[src/rtl/fws_pkg.sv]
package fws_pkg;
  typedef enum logic {
    ST_IDLE = 1'b0,
    ST_WAIT = 1'b1
  } fws_state_e;
endpackage

[src/rtl/fws_cfg_reg.sv]
module fws_cfg_reg #(
  parameter int WSW = 2
) (
  input  logic           clk,
  input  logic           rst,
  input  logic           wr_en,
  input  logic [WSW-1:0] wr_val,
  output logic [WSW-1:0] ws_q
);
  always_ff @(posedge clk) begin
    if (rst) begin
      ws_q <= '0;
    end else if (wr_en) begin
      ws_q <= wr_val;
    end
  end

  AST_CFG_HOLD: assert property (@(posedge clk) disable iff (rst)
    !wr_en |=> $stable(ws_q)) else $error("cfg changed without write");
endmodule

[src/rtl/fws_wait_timer.sv]
module fws_wait_timer
  import fws_pkg::*;
#(
  parameter int WSW = 2
) (
  input  logic           clk,
  input  logic           rst,
  input  logic           start,
  input  logic [WSW-1:0] load_val,
  output logic           busy_o,
  output logic           done_o
);
  localparam logic [WSW-1:0] ONE = WSW'(1);

  fws_state_e     st_q;
  logic [WSW-1:0] cnt_q;

  always_ff @(posedge clk) begin
    if (rst) begin
      st_q  <= ST_IDLE;
      cnt_q <= '0;
    end else begin
      case (st_q)
        ST_IDLE: begin
          if (start) begin
            st_q  <= ST_WAIT;
            cnt_q <= load_val;
          end
        end
        ST_WAIT: begin
          if (cnt_q == ONE) begin
            st_q  <= ST_IDLE;
            cnt_q <= '0;
          end else begin
            cnt_q <= cnt_q - ONE;
          end
        end
        default: begin
          st_q  <= ST_IDLE;
          cnt_q <= '0;
        end
      endcase
    end
  end

  assign busy_o = (st_q == ST_WAIT);
  assign done_o = busy_o && (cnt_q == ONE);

  AST_CNT_NONZERO: assert property (@(posedge clk) disable iff (rst)
    busy_o |-> (cnt_q != '0)) else $error("stall with zero count");
  AST_CNT_STEP: assert property (@(posedge clk) disable iff (rst)
    (busy_o && cnt_q > ONE) |=> (busy_o && cnt_q == $past(cnt_q) - ONE))
    else $error("count did not step");
endmodule

[src/rtl/fws_addr_hold.sv]
module fws_addr_hold #(
  parameter int AW = 16
) (
  input  logic          clk,
  input  logic          rst,
  input  logic          capture,
  input  logic          hold_sel,
  input  logic [AW-1:0] cpu_addr,
  output logic [AW-1:0] flash_addr
);
  logic [AW-1:0] addr_q;

  always_ff @(posedge clk) begin
    if (rst) begin
      addr_q <= '0;
    end else if (capture) begin
      addr_q <= cpu_addr;
    end
  end

  assign flash_addr = hold_sel ? addr_q : cpu_addr;
endmodule

[src/rtl/fws_read_ctrl.sv]
module fws_read_ctrl #(
  parameter int AW  = 16,
  parameter int DW  = 32,
  parameter int WSW = 2
) (
  input  logic           clk,
  input  logic           rst,
  input  logic           cfg_we,
  input  logic [WSW-1:0] cfg_wdata,
  output logic [WSW-1:0] cfg_ws,
  input  logic           cpu_req,
  input  logic [AW-1:0]  cpu_addr,
  output logic           cpu_ready,
  output logic [DW-1:0]  cpu_rdata,
  output logic [AW-1:0]  flash_addr,
  input  logic [DW-1:0]  flash_rdata
);
  logic busy;
  logic done;
  logic accept;
  logic zero_ws;

  fws_cfg_reg #(.WSW(WSW)) cfg_i (
    .clk    (clk),
    .rst    (rst),
    .wr_en  (cfg_we),
    .wr_val (cfg_wdata),
    .ws_q   (cfg_ws)
  );

  assign accept  = cpu_req && !busy;
  assign zero_ws = (cfg_ws == '0);

  fws_wait_timer #(.WSW(WSW)) tmr_i (
    .clk      (clk),
    .rst      (rst),
    .start    (accept && !zero_ws),
    .load_val (cfg_ws),
    .busy_o   (busy),
    .done_o   (done)
  );

  fws_addr_hold #(.AW(AW)) hold_i (
    .clk        (clk),
    .rst        (rst),
    .capture    (accept),
    .hold_sel   (busy),
    .cpu_addr   (cpu_addr),
    .flash_addr (flash_addr)
  );

  assign cpu_ready = (accept && zero_ws) || done;
  assign cpu_rdata = cpu_ready ? flash_rdata : '0;

  AST_IDLE_QUIET: assert property (@(posedge clk) disable iff (rst)
    (!busy && !cpu_req) |-> !cpu_ready) else $error("ready without request");
  AST_ADDR_HELD: assert property (@(posedge clk) disable iff (rst)
    (busy && !done) |=> $stable(flash_addr)) else $error("address moved in stall");
  AST_FREE_AFTER_READY: assert property (@(posedge clk) disable iff (rst)
    (busy && cpu_ready) |=> !busy) else $error("access outlived ready");
endmodule

[config.mk]
export PLATFORM = sky130hd
export DESIGN_NAME = fws_read_ctrl
export DESIGN_NICKNAME = d
export VERILOG_FILES = /design/src/rtl/fws_pkg.sv /design/src/rtl/fws_cfg_reg.sv /design/src/rtl/fws_wait_timer.sv /design/src/rtl/fws_addr_hold.sv /design/src/rtl/fws_read_ctrl.sv
export SDC_FILE = /design/constraint.sdc
export NUM_CORES = 1
export LEC_CHECK = 0
export BUFFER_PORTS_ARGS = -buffer_cell sky130_fd_sc_hd__buf_2
export CAP_MARGIN = 20
export CORE_MARGIN = 2
export CORE_UTILIZATION = 30
export CTS_CLUSTER_SIZE = 30
export DETAILED_ROUTE_END_ITERATION = 8
export PLACE_DENSITY = 0.66
export REMOVE_ABC_BUFFERS = 1
export SETUP_SLACK_MARGIN = 0.3
export SKIP_LAST_GASP = 1
export SYNTH_ARGS = -nofsm -noshare
export SYNTH_HDL_FRONTEND = slang
export SYNTH_SLANG_ARGS = --single-unit
[constraint.sdc]
create_clock -name clk -period 1.4 [get_ports clk]
set_clock_uncertainty 0.1 [all_clocks]
set_input_delay 0.07 -clock clk [delete_from_list [all_inputs] [get_ports clk]]
set_output_delay 0.07 -clock clk [all_outputs]
set_load 0.05 [all_outputs]
; Word-level counts from Yosys, hierarchy flattened
; Cells that the tools add are included.
[totals]
regBits = 21
in_bits = 54
output_inout_bits = 51
word_cells = 24
[classes]
n_mux = 8
n_reduce_logical = 8
eq_ne = 2
addsub = 1
n_bitwise = 1
[op_table]
columns = operator, n
row1 = $mux W32, 1
row2 = $mux W16, 1
row3 = $logic_and A1 B1 Y1, 4
row4 = $mux W2, 2
row5 = $pmux W2 S2, 1
row6 = $eq A2 B1 Y1 const B, 1
row7 = $logic_not A1 Y1, 2
row8 = $logic_not A2 Y1, 1
row9 = $mux W1, 2
row10 = $ne A2 B1 Y1 const B, 1
row11 = $pmux W1 S2, 1
row12 = $sub A2 B1 Y2 const B, 1
row13 = $logic_or A1 B1 Y1, 1
row14 = $not A1 Y1, 1

; Longest topological paths before layout
; Gate-level depths: netlist of run 1.
[logic_depth]
depth_word = 5
mapped_depth = 6
ltp_nobuf = 5

; Modules after synthesis
; A second synthesis of run 1 with hierarchy kept.
[hier_totals]
cells_unflattened = 135
hier_area_um2 = 1421.4
[modules_own_cells]
columns = module, area_per_inst_um2, cells_per_inst, seq_area_each_um2, instances
row1 = fws_addr_hold, 824.5, 70, 320.3, 1
row2 = fws_read_ctrl, 364.1, 43, 0.0, 1
row3 = fws_wait_timer, 165.2, 16, 60.1, 1
row4 = fws_cfg_reg, 67.6, 6, 40.0, 1

; Worst setup path after synthesis of run 1
; No wires, ideal clock.
[synth_timing]
path_type = register -> output
start = reg cfg_i.ws_q[0]
end = out cpu_rdata[22]
t_arrival_ns = 1.603
path_slack_ns = -0.373
n_path_buf = 1
required_time_ns = 1.230
path_stages_with_launch = 4
path_cell_list = dfxtp_1 > o31ai_4 > buf_6 > and2_1
[synth_via]
elab_chain_cells = 4
[synth_lines]
columns = item, line
row1 = start: declaration, fws_cfg_reg.sv:8  ; output logic [WSW-1:0] ws_q
row2 = start signal: assignment, fws_cfg_reg.sv:14  ; ws_q <= wr_val;
row3 = $logic_not A2 Y1, fws_read_ctrl.sv:32  ; assign zero_ws = (cfg_ws == '0);
row4 = $logic_and A1 B1 Y1, fws_read_ctrl.sv:52  ; assign cpu_ready = (accept && zero_ws) || done;
row5 = $logic_or A1 B1 Y1, fws_read_ctrl.sv:52
row6 = named net cpu_ready, fws_read_ctrl.sv:13  ; output logic cpu_ready,
row7 = $mux W32, fws_read_ctrl.sv:53  ; assign cpu_rdata = cpu_ready ? flash_rdata : '0;
row8 = end: declaration, fws_read_ctrl.sv:14  ; output logic [DW-1:0] cpu_rdata,
; The timed path passes the listed nets, and every way through them passes these cells.

; Worst setup path in the final report of run 1
[layout_timing]
start = reg tmr_i.st_q (netlist: tmr_i.busy_o)
end = out cpu_rdata[9]
[layout_via]
elab_chain_cells = 5
word_cells_on_any_way = 6
cone_classes = 1 x mux / 5 x reduce/logical
[layout_lines]
columns = item, line
row1 = start: declaration, fws_wait_timer.sv:15  ; fws_state_e st_q;
row2 = start signal: assignment, fws_wait_timer.sv:20  ; st_q <= ST_IDLE;
row3 = start signal: assignment, fws_wait_timer.sv:26  ; st_q <= ST_WAIT;
row4 = start signal: assignment, fws_wait_timer.sv:32  ; st_q <= ST_IDLE;
row5 = $logic_not A1 Y1, fws_read_ctrl.sv:31  ; assign accept = cpu_req && !busy;
row6 = $logic_and A1 B1 Y1, fws_read_ctrl.sv:31
row7 = $logic_and A1 B1 Y1, fws_read_ctrl.sv:52
row8 = $logic_or A1 B1 Y1 *, fws_read_ctrl.sv:52
row9 = $mux W32 *, fws_read_ctrl.sv:53
; Mark *: on every way between the ends. The rest lies on a longest branch, timed or not.

==> impl_metrics.json, run 1 <==
{
  "drc_errors": 0,
  "wl_per_cell_microns": 13.5,
  "core_sq_um": 3970,
  "syn_area_per_cell_sq_um": 8.15,
  "status": "complete, but fails checks",
  "max_slew_margin_pct": 68.0,
  "routed_wirelength_mm": 4.44,
  "p_per_area_nw_per_um2": 900,
  "place_ws_ns": -0.0724,
  "period_share_pct": 120,
  "hold_violations": 0,
  "die_w_microns": 67.8,
  "clock_sinks": 21,
  "setup_viol": 66,
  "grt_usage_pct": 16.1,
  "grt_pass1_wl_mm": 5.58,
  "initial_utilization_pct": 30.8,
  "antennaDiodeCount": 0,
  "leakage_nw": 1.14,
  "hpwl_mm": 2.64,
  "numCtsBuffers": 3,
  "numPortBuffers": 104,
  "insertion_delay_ns": 0.26,
  "grt_start_max_net_pins": 34,
  "drt_iter0_drc": 26,
  "worstSetupEndpointType": "primary output",
  "num_vias": 1478,
  "mostFrequentLayoutCell": "buf_2",
  "ir_worst_vdd_uv": 638,
  "finalInstanceArea_sq_um": 2420,
  "clock_path_buffers": 2,
  "slew_violations": 0,
  "drive_gt1_share_pct": 54.7,
  "first_global_vias": 1267,
  "most-common-layout-cells": "buf_2, buf_6, and2_1, nand2_1, buf_4",
  "synth_top_area_share_pct": 34.4,
  "worstSetupPathType": "flip-flop to primary output",
  "ys_types": 21,
  "cp_data_arrival_time_ns": 1.52,
  "first_pass_iters": 4,
  "rows": 23,
  "antenna_found_initial": 0,
  "cts.htree.levels": 1,
  "max_stage_delay_ns": 0.33,
  "num-nets-final": 334,
  "design.die.area_sq_um": 4600,
  "yosysSeqAreaShare_pct": 34.4,
  "cp-start-kind": "flip-flop",
  "syn-instance-count": 150,
  "max_freq_mhz": 593,
  "ys_warn_count": 0,
  "worstMarginPinSlew_ns": 0.480,
  "cts_root_buf": "clkbuf_8",
  "ys_ff_latch": 21,
  "placed_cell_area_sq_um": 1810,
  "path_buf_inv": 2,
  "crit_chain": "nand2b_1 > o31ai_4 > buf_12 > and2_1 > buf_4",
  "tritoncts": "yes",
  "synth_top_cell_by_area": "dfxtp_1",
  "hp-class": "primary input to flip-flop",
  "overflow": 0,
  "maxCapViolCount": 0,
  "ioPinCount": 105,
  "finalPower_mw": 2.18,
  "syn_to_final_growth_pct": 98.2,
  "ant_nets": 0,
  "rsz0062_at_grt": "yes",
  "viasPerCell": 4.51,
  "synth_area_sq_um": 1220,
  "violations": "negative setup slack",
  "clk_pin_slew_ns": 0.08,
  "dieHeight_microns": 67.8,
  "setup_ws_ns": -0.286,
  "place.gp.congestion": 0.645,
  "yosys-top-cells-area": "dfxtp_1, and2_1, mux2_2",
  "crit_fanout": 33,
  "critPathRequiredTime_ns": 1.23,
  "fin_crit_ns": 1.69,
  "crit_family": "buffers and inverters",
  "critPathSlowestCell": "dfxtp_2"
}
## report_power, final
part / internal, mW / switching (mW) / total [mW]
logic: 0.458 / 0.661 / 1.12
registers: 0.639 / 0.0220 / 0.661
clock network: 0.198 / 0.203 / 0.401
## synthesized netlist by cell type
master / number
mux2i_1: 2
nor3_1: 1
buf_2: 6
o21ai_0: 1
mux2_2: 16
ha_1: 1
nand2_1: 34
nor2_1: 3
nand2b_1: 2
o31ai_4: 1
a2111oi_0: 1
nor2b_1: 2
or2_2: 1
clkbuf_1: 2
nand3_1: 1
inv_1: 1
a221oi_1: 1
and2_1: 32
buf_6: 3
a21oi_1: 18
dfxtp_1: 21
## cell families after synthesis
logic type	count (synthesis)	synth area share [%]
AOI/OAI and AO/OA	22	11.0
muxes	18	16.4
adders and majority gates	1	1.02
DFF	21	34.4
buffers and inverters	12	6.14
and+or+nand+nor	76	31.1
## final cells by class
| cell class | count | area [sq um] |
|---|---|---|
| inverters | 1 | 3.75 |
| flip-flops and latches | 21 | 424 |
| multi-input cells | 117 | 774 |
| clock buffers | 3 | 41.3 |
| fillers | 339 | 1550 |
| well taps | 50 | 62.6 |
| clock inverters | 1 | 5.00 |
| repair buffers | 135 | 1110 |
## registers in the layout (all words and copies together), names as in the netlist
name / count
tmr_i.cnt_q: 2
cfg_i.ws_q: 2
tmr_i.busy_o: 1
hold_i.addr_q: 16
## repair_timing
| action | in CTS | in global routing |
|---|---|---|
| setup endpoints to repair | 70 | 70 |
| endpoints found under the hold margin | 18 | 0 |
| pin swaps | 0 | 2 |
| hold buffers | 19 | 0 |
| resized for setup | 48 | 77 |
| gates cloned | 1 | 1 |
| setup buffers | 1 | 1 |
## routing by layer
metal | global-route usage [%] | part of all wire, % | vias to the layer above | wire (microns)
met4 | 3.75 | 0.18 | 0 | 8
met1 | 16.5 | 35 | 658 | 1540
met3 | 2.30 | 9.6 | 2 | 425
met2 | 33.6 | 55 | 69 | 2460
met5 | 0 | 0 | - | 0
li1 | - | - | 749 | -
## worst register-to-register path: cells and delay by family (launching register included)
| family | cells | cell delay [ns] |
|---|---|---|
| AND/OR/NAND/NOR | 1 | 0.16 |
| buffers and inverters | 4 | 0.60 |
| flip-flops | 1 | 0.33 |
| AO/OA/AOI/OAI | 2 | 0.21 |
## path summary, 6_finish.rpt
kind	to	start	slack, ns	cells past startpoint
worst max-delay path	cpu_rdata[9]	tmr_i.busy_o$_SDFF_PP0_	-0.29	5
worst min-delay path	tmr_i.cnt_q[0]$_SDFFE_PP0P_	cpu_req	0.09	3
worst max register to register	tmr_i.busy_o$_SDFF_PP0_	tmr_i.busy_o$_SDFF_PP0_	-0.07	7
worst min register to register	hold_i.addr_q[12]$_SDFFE_PP0P_	hold_i.addr_q[12]$_SDFFE_PP0P_	0.35	2
## through the flow
stage,instances,setup TNS [ns],hold WS [ns],utilization [%]
4_1_cts,326,-12.60,0.0521,55.0
3_3_place_gp,301,-0.695,0.207,45.5
2_1_floorplan,139,-43.05,0.0391,-
6_report,328,-11.56,0.0880,61.0
5_1_grt,328,-15.36,0.140,61.0
3_5_place_dp,301,-1.81,0.214,45.5
No activity file was read; power rests on OpenSTA's default activity.
==> run 2: changes to the inputs <==
Clock period 1.4 ns to 1.95 ns, I/O delays scaled along.
==> impl_metrics.json, run 2 (same netlist as run 1, synthesis figures left out) <==
{
  "overflow": 0,
  "largest-register": "hold_i.addr_q",
  "leakage_nw": 1.20,
  "clock_sinks": 21,
  "tritoncts": "yes",
  "routed_wirelength_mm": 4.46,
  "die_w_microns": 67.8,
  "largest_reg_flops": 16,
  "cts.htree.levels": 1,
  "drc_errors": 0,
  "clk_pin_slew_ns": 0.07,
  "max_slew_margin_pct": 73.2,
  "num_vias": 1511,
  "drive_gt1_share_pct": 64.0,
  "grt_usage_pct": 17.3,
  "p_per_area_nw_per_um2": 643,
  "hold_violations": 0,
  "worstMarginPinSlew_ns": 0.402,
  "num-nets-final": 334,
  "multiInputGateArea_sq_um": 820,
  "place_ws_ns": 0.301,
  "crit_chain": "nand2b_4 > o31ai_4 > buf_6 > buf_6 > and2_4 > buf_8",
  "cp-start-kind": "flip-flop",
  "viasPerCell": 4.59,
  "numCtsBuffers": 3,
  "final_core_util_pct": 63.3,
  "design.die.area_sq_um": 4600,
  "mostFrequentLayoutCell": "buf_2",
  "first_global_vias": 1381,
  "status": "finished clean",
  "wl_per_cell_microns": 13.5,
  "setup_tns_ns": 0,
  "antenna_found_initial": 1,
  "critPathSlowestCell": "dfxtp_2",
  "ir_worst_vdd_uv": 443,
  "placed_cells": 298,
  "crit_family": "buffers and inverters",
  "initial_utilization_pct": 30.8,
  "crit_fanout": 8,
  "reg_top3": "hold_i.addr_q: 16 flops, cfg_i.ws_q: 2 flops, tmr_i.cnt_q: 2 flops",
  "period_share_pct": 88.3,
  "first_pass_iters": 4,
  "rsz0062_at_grt": "yes",
  "maxCapViolCount": 0,
  "slew_violations": 0,
  "clock_path_buffers": 2,
  "syn_to_final_growth_pct": 106,
  "grt_pass1_wl_mm": 6.08,
  "finalNonFillerCells": 329,
  "place.gp.congestion": 0.699,
  "core_sq_um": 3970,
  "seqCellArea_sq_um": 425,
  "num-fill-cells": 310,
  "dieHeight_microns": 67.8,
  "most-common-layout-cells": "buf_2, nand2_1, and2_4, buf_8",
  "numPortBuffers": 104,
  "cts_root_buf": "clkbuf_8",
  "ant_nets": 0,
  "cp_data_arrival_time_ns": 1.52,
  "drt_iter0_drc": 34,
  "critPathRequiredTime_ns": 1.75,
  "max_stage_delay_ns": 0.33,
  "worstSetupEndpointType": "primary output",
  "worstSetupPathType": "flip-flop to primary output",
  "rows": 23,
  "max_freq_mhz": 581,
  "setup_ws_ns": 0.229,
  "hp-class": "primary input to flip-flop",
  "path_buf_inv": 3,
  "fin_crit_ns": 1.72,
  "insertion_delay_ns": 0.25,
  "grt_start_max_net_pins": 22,
  "finalPower_mw": 1.62,
  "setup_viol": 0,
  "hpwl_mm": 2.67,
  "ioPinCount": 105,
  "crit_top_cell": "buf_6"
}
## run 2: cell count changes in the layout (fill, tap and decap cells not counted), sizes merged
cell / before / now
diode: 0 / 1
dlygate4sd3: 19 / 18
buf: 115 / 117
clkbuf: 4 / 3
## run 2: repair_timing
item / 4_1_cts / 5_1_grt
resized for setup: 129 / 20
cloned: 4 / 0
setup buffers: 2 / 2
pin swaps: 26 / 9
hold buffers: 18 / 0
hold endpoints to repair: 18 / 0
endpoints found under the setup margin: 33 / 33
## run 2: area by class of cell
class,count,area share (%)
repair buffers,135,45.9
inverters,1,0.149
well taps,50,2.49
clock buffers,3,1.64
multi-input cells,117,32.6
flip-flops and latches,21,16.9
diodes,1,0.0995
clock inverters,1,0.199
## run 2: path summary, 6_finish.rpt
| check | startpoint | endpoint | slack (ns) | cells after the start |
|---|---|---|---|---|
| setup / recovery | tmr_i.busy_o$_SDFF_PP0_ | cpu_rdata[30] | 0.23 | 6 |
| hold / removal | cfg_we | cfg_i.ws_q[1]$_SDFFE_PP0P_ | 0.02 | 3 |
| setup reg to reg | tmr_i.busy_o$_SDFF_PP0_ | tmr_i.busy_o$_SDFF_PP0_ | 0.71 | 5 |
| hold reg to reg | hold_i.addr_q[11]$_SDFFE_PP0P_ | hold_i.addr_q[11]$_SDFFE_PP0P_ | 0.35 | 2 |
## run 2: per-layer routing
layer,wire length (microns),GRT usage [%],up-vias
li1,-,-,750
met1,1750,17.1,679
met2,2240,35.0,78
met3,406,2.63,4
met4,63,7.50,0
met5,0,0,-
## run 2: through the flow
step	instance area, sq um	hold slack (ns)
6_report	2510	0.0225
5_1_grt	2510	0.0190
4_1_cts	2440	0.0238
3_5_place_dp	1770	0.245
3_3_place_gp	1770	0.235
2_1_floorplan	1150	0.0666
## run 2: worst reg2reg max path, stage by stage (launching register included)
cell     delay (ns)
dfxtp_2        0.33
buf_6          0.15
nor2b_1        0.11
buf_4          0.23
o21ai_0        0.12
a21oi_1        0.13
## run 2: where the power goes
part / leakage (nW) / total (mW) / internal [mW] / switching [mW]
clock: 0.0255 / 0.282 / 0.142 / 0.140
sequential: 0.174 / 0.477 / 0.459 / 0.0179
combinational: 0.998 / 0.858 / 0.373 / 0.485
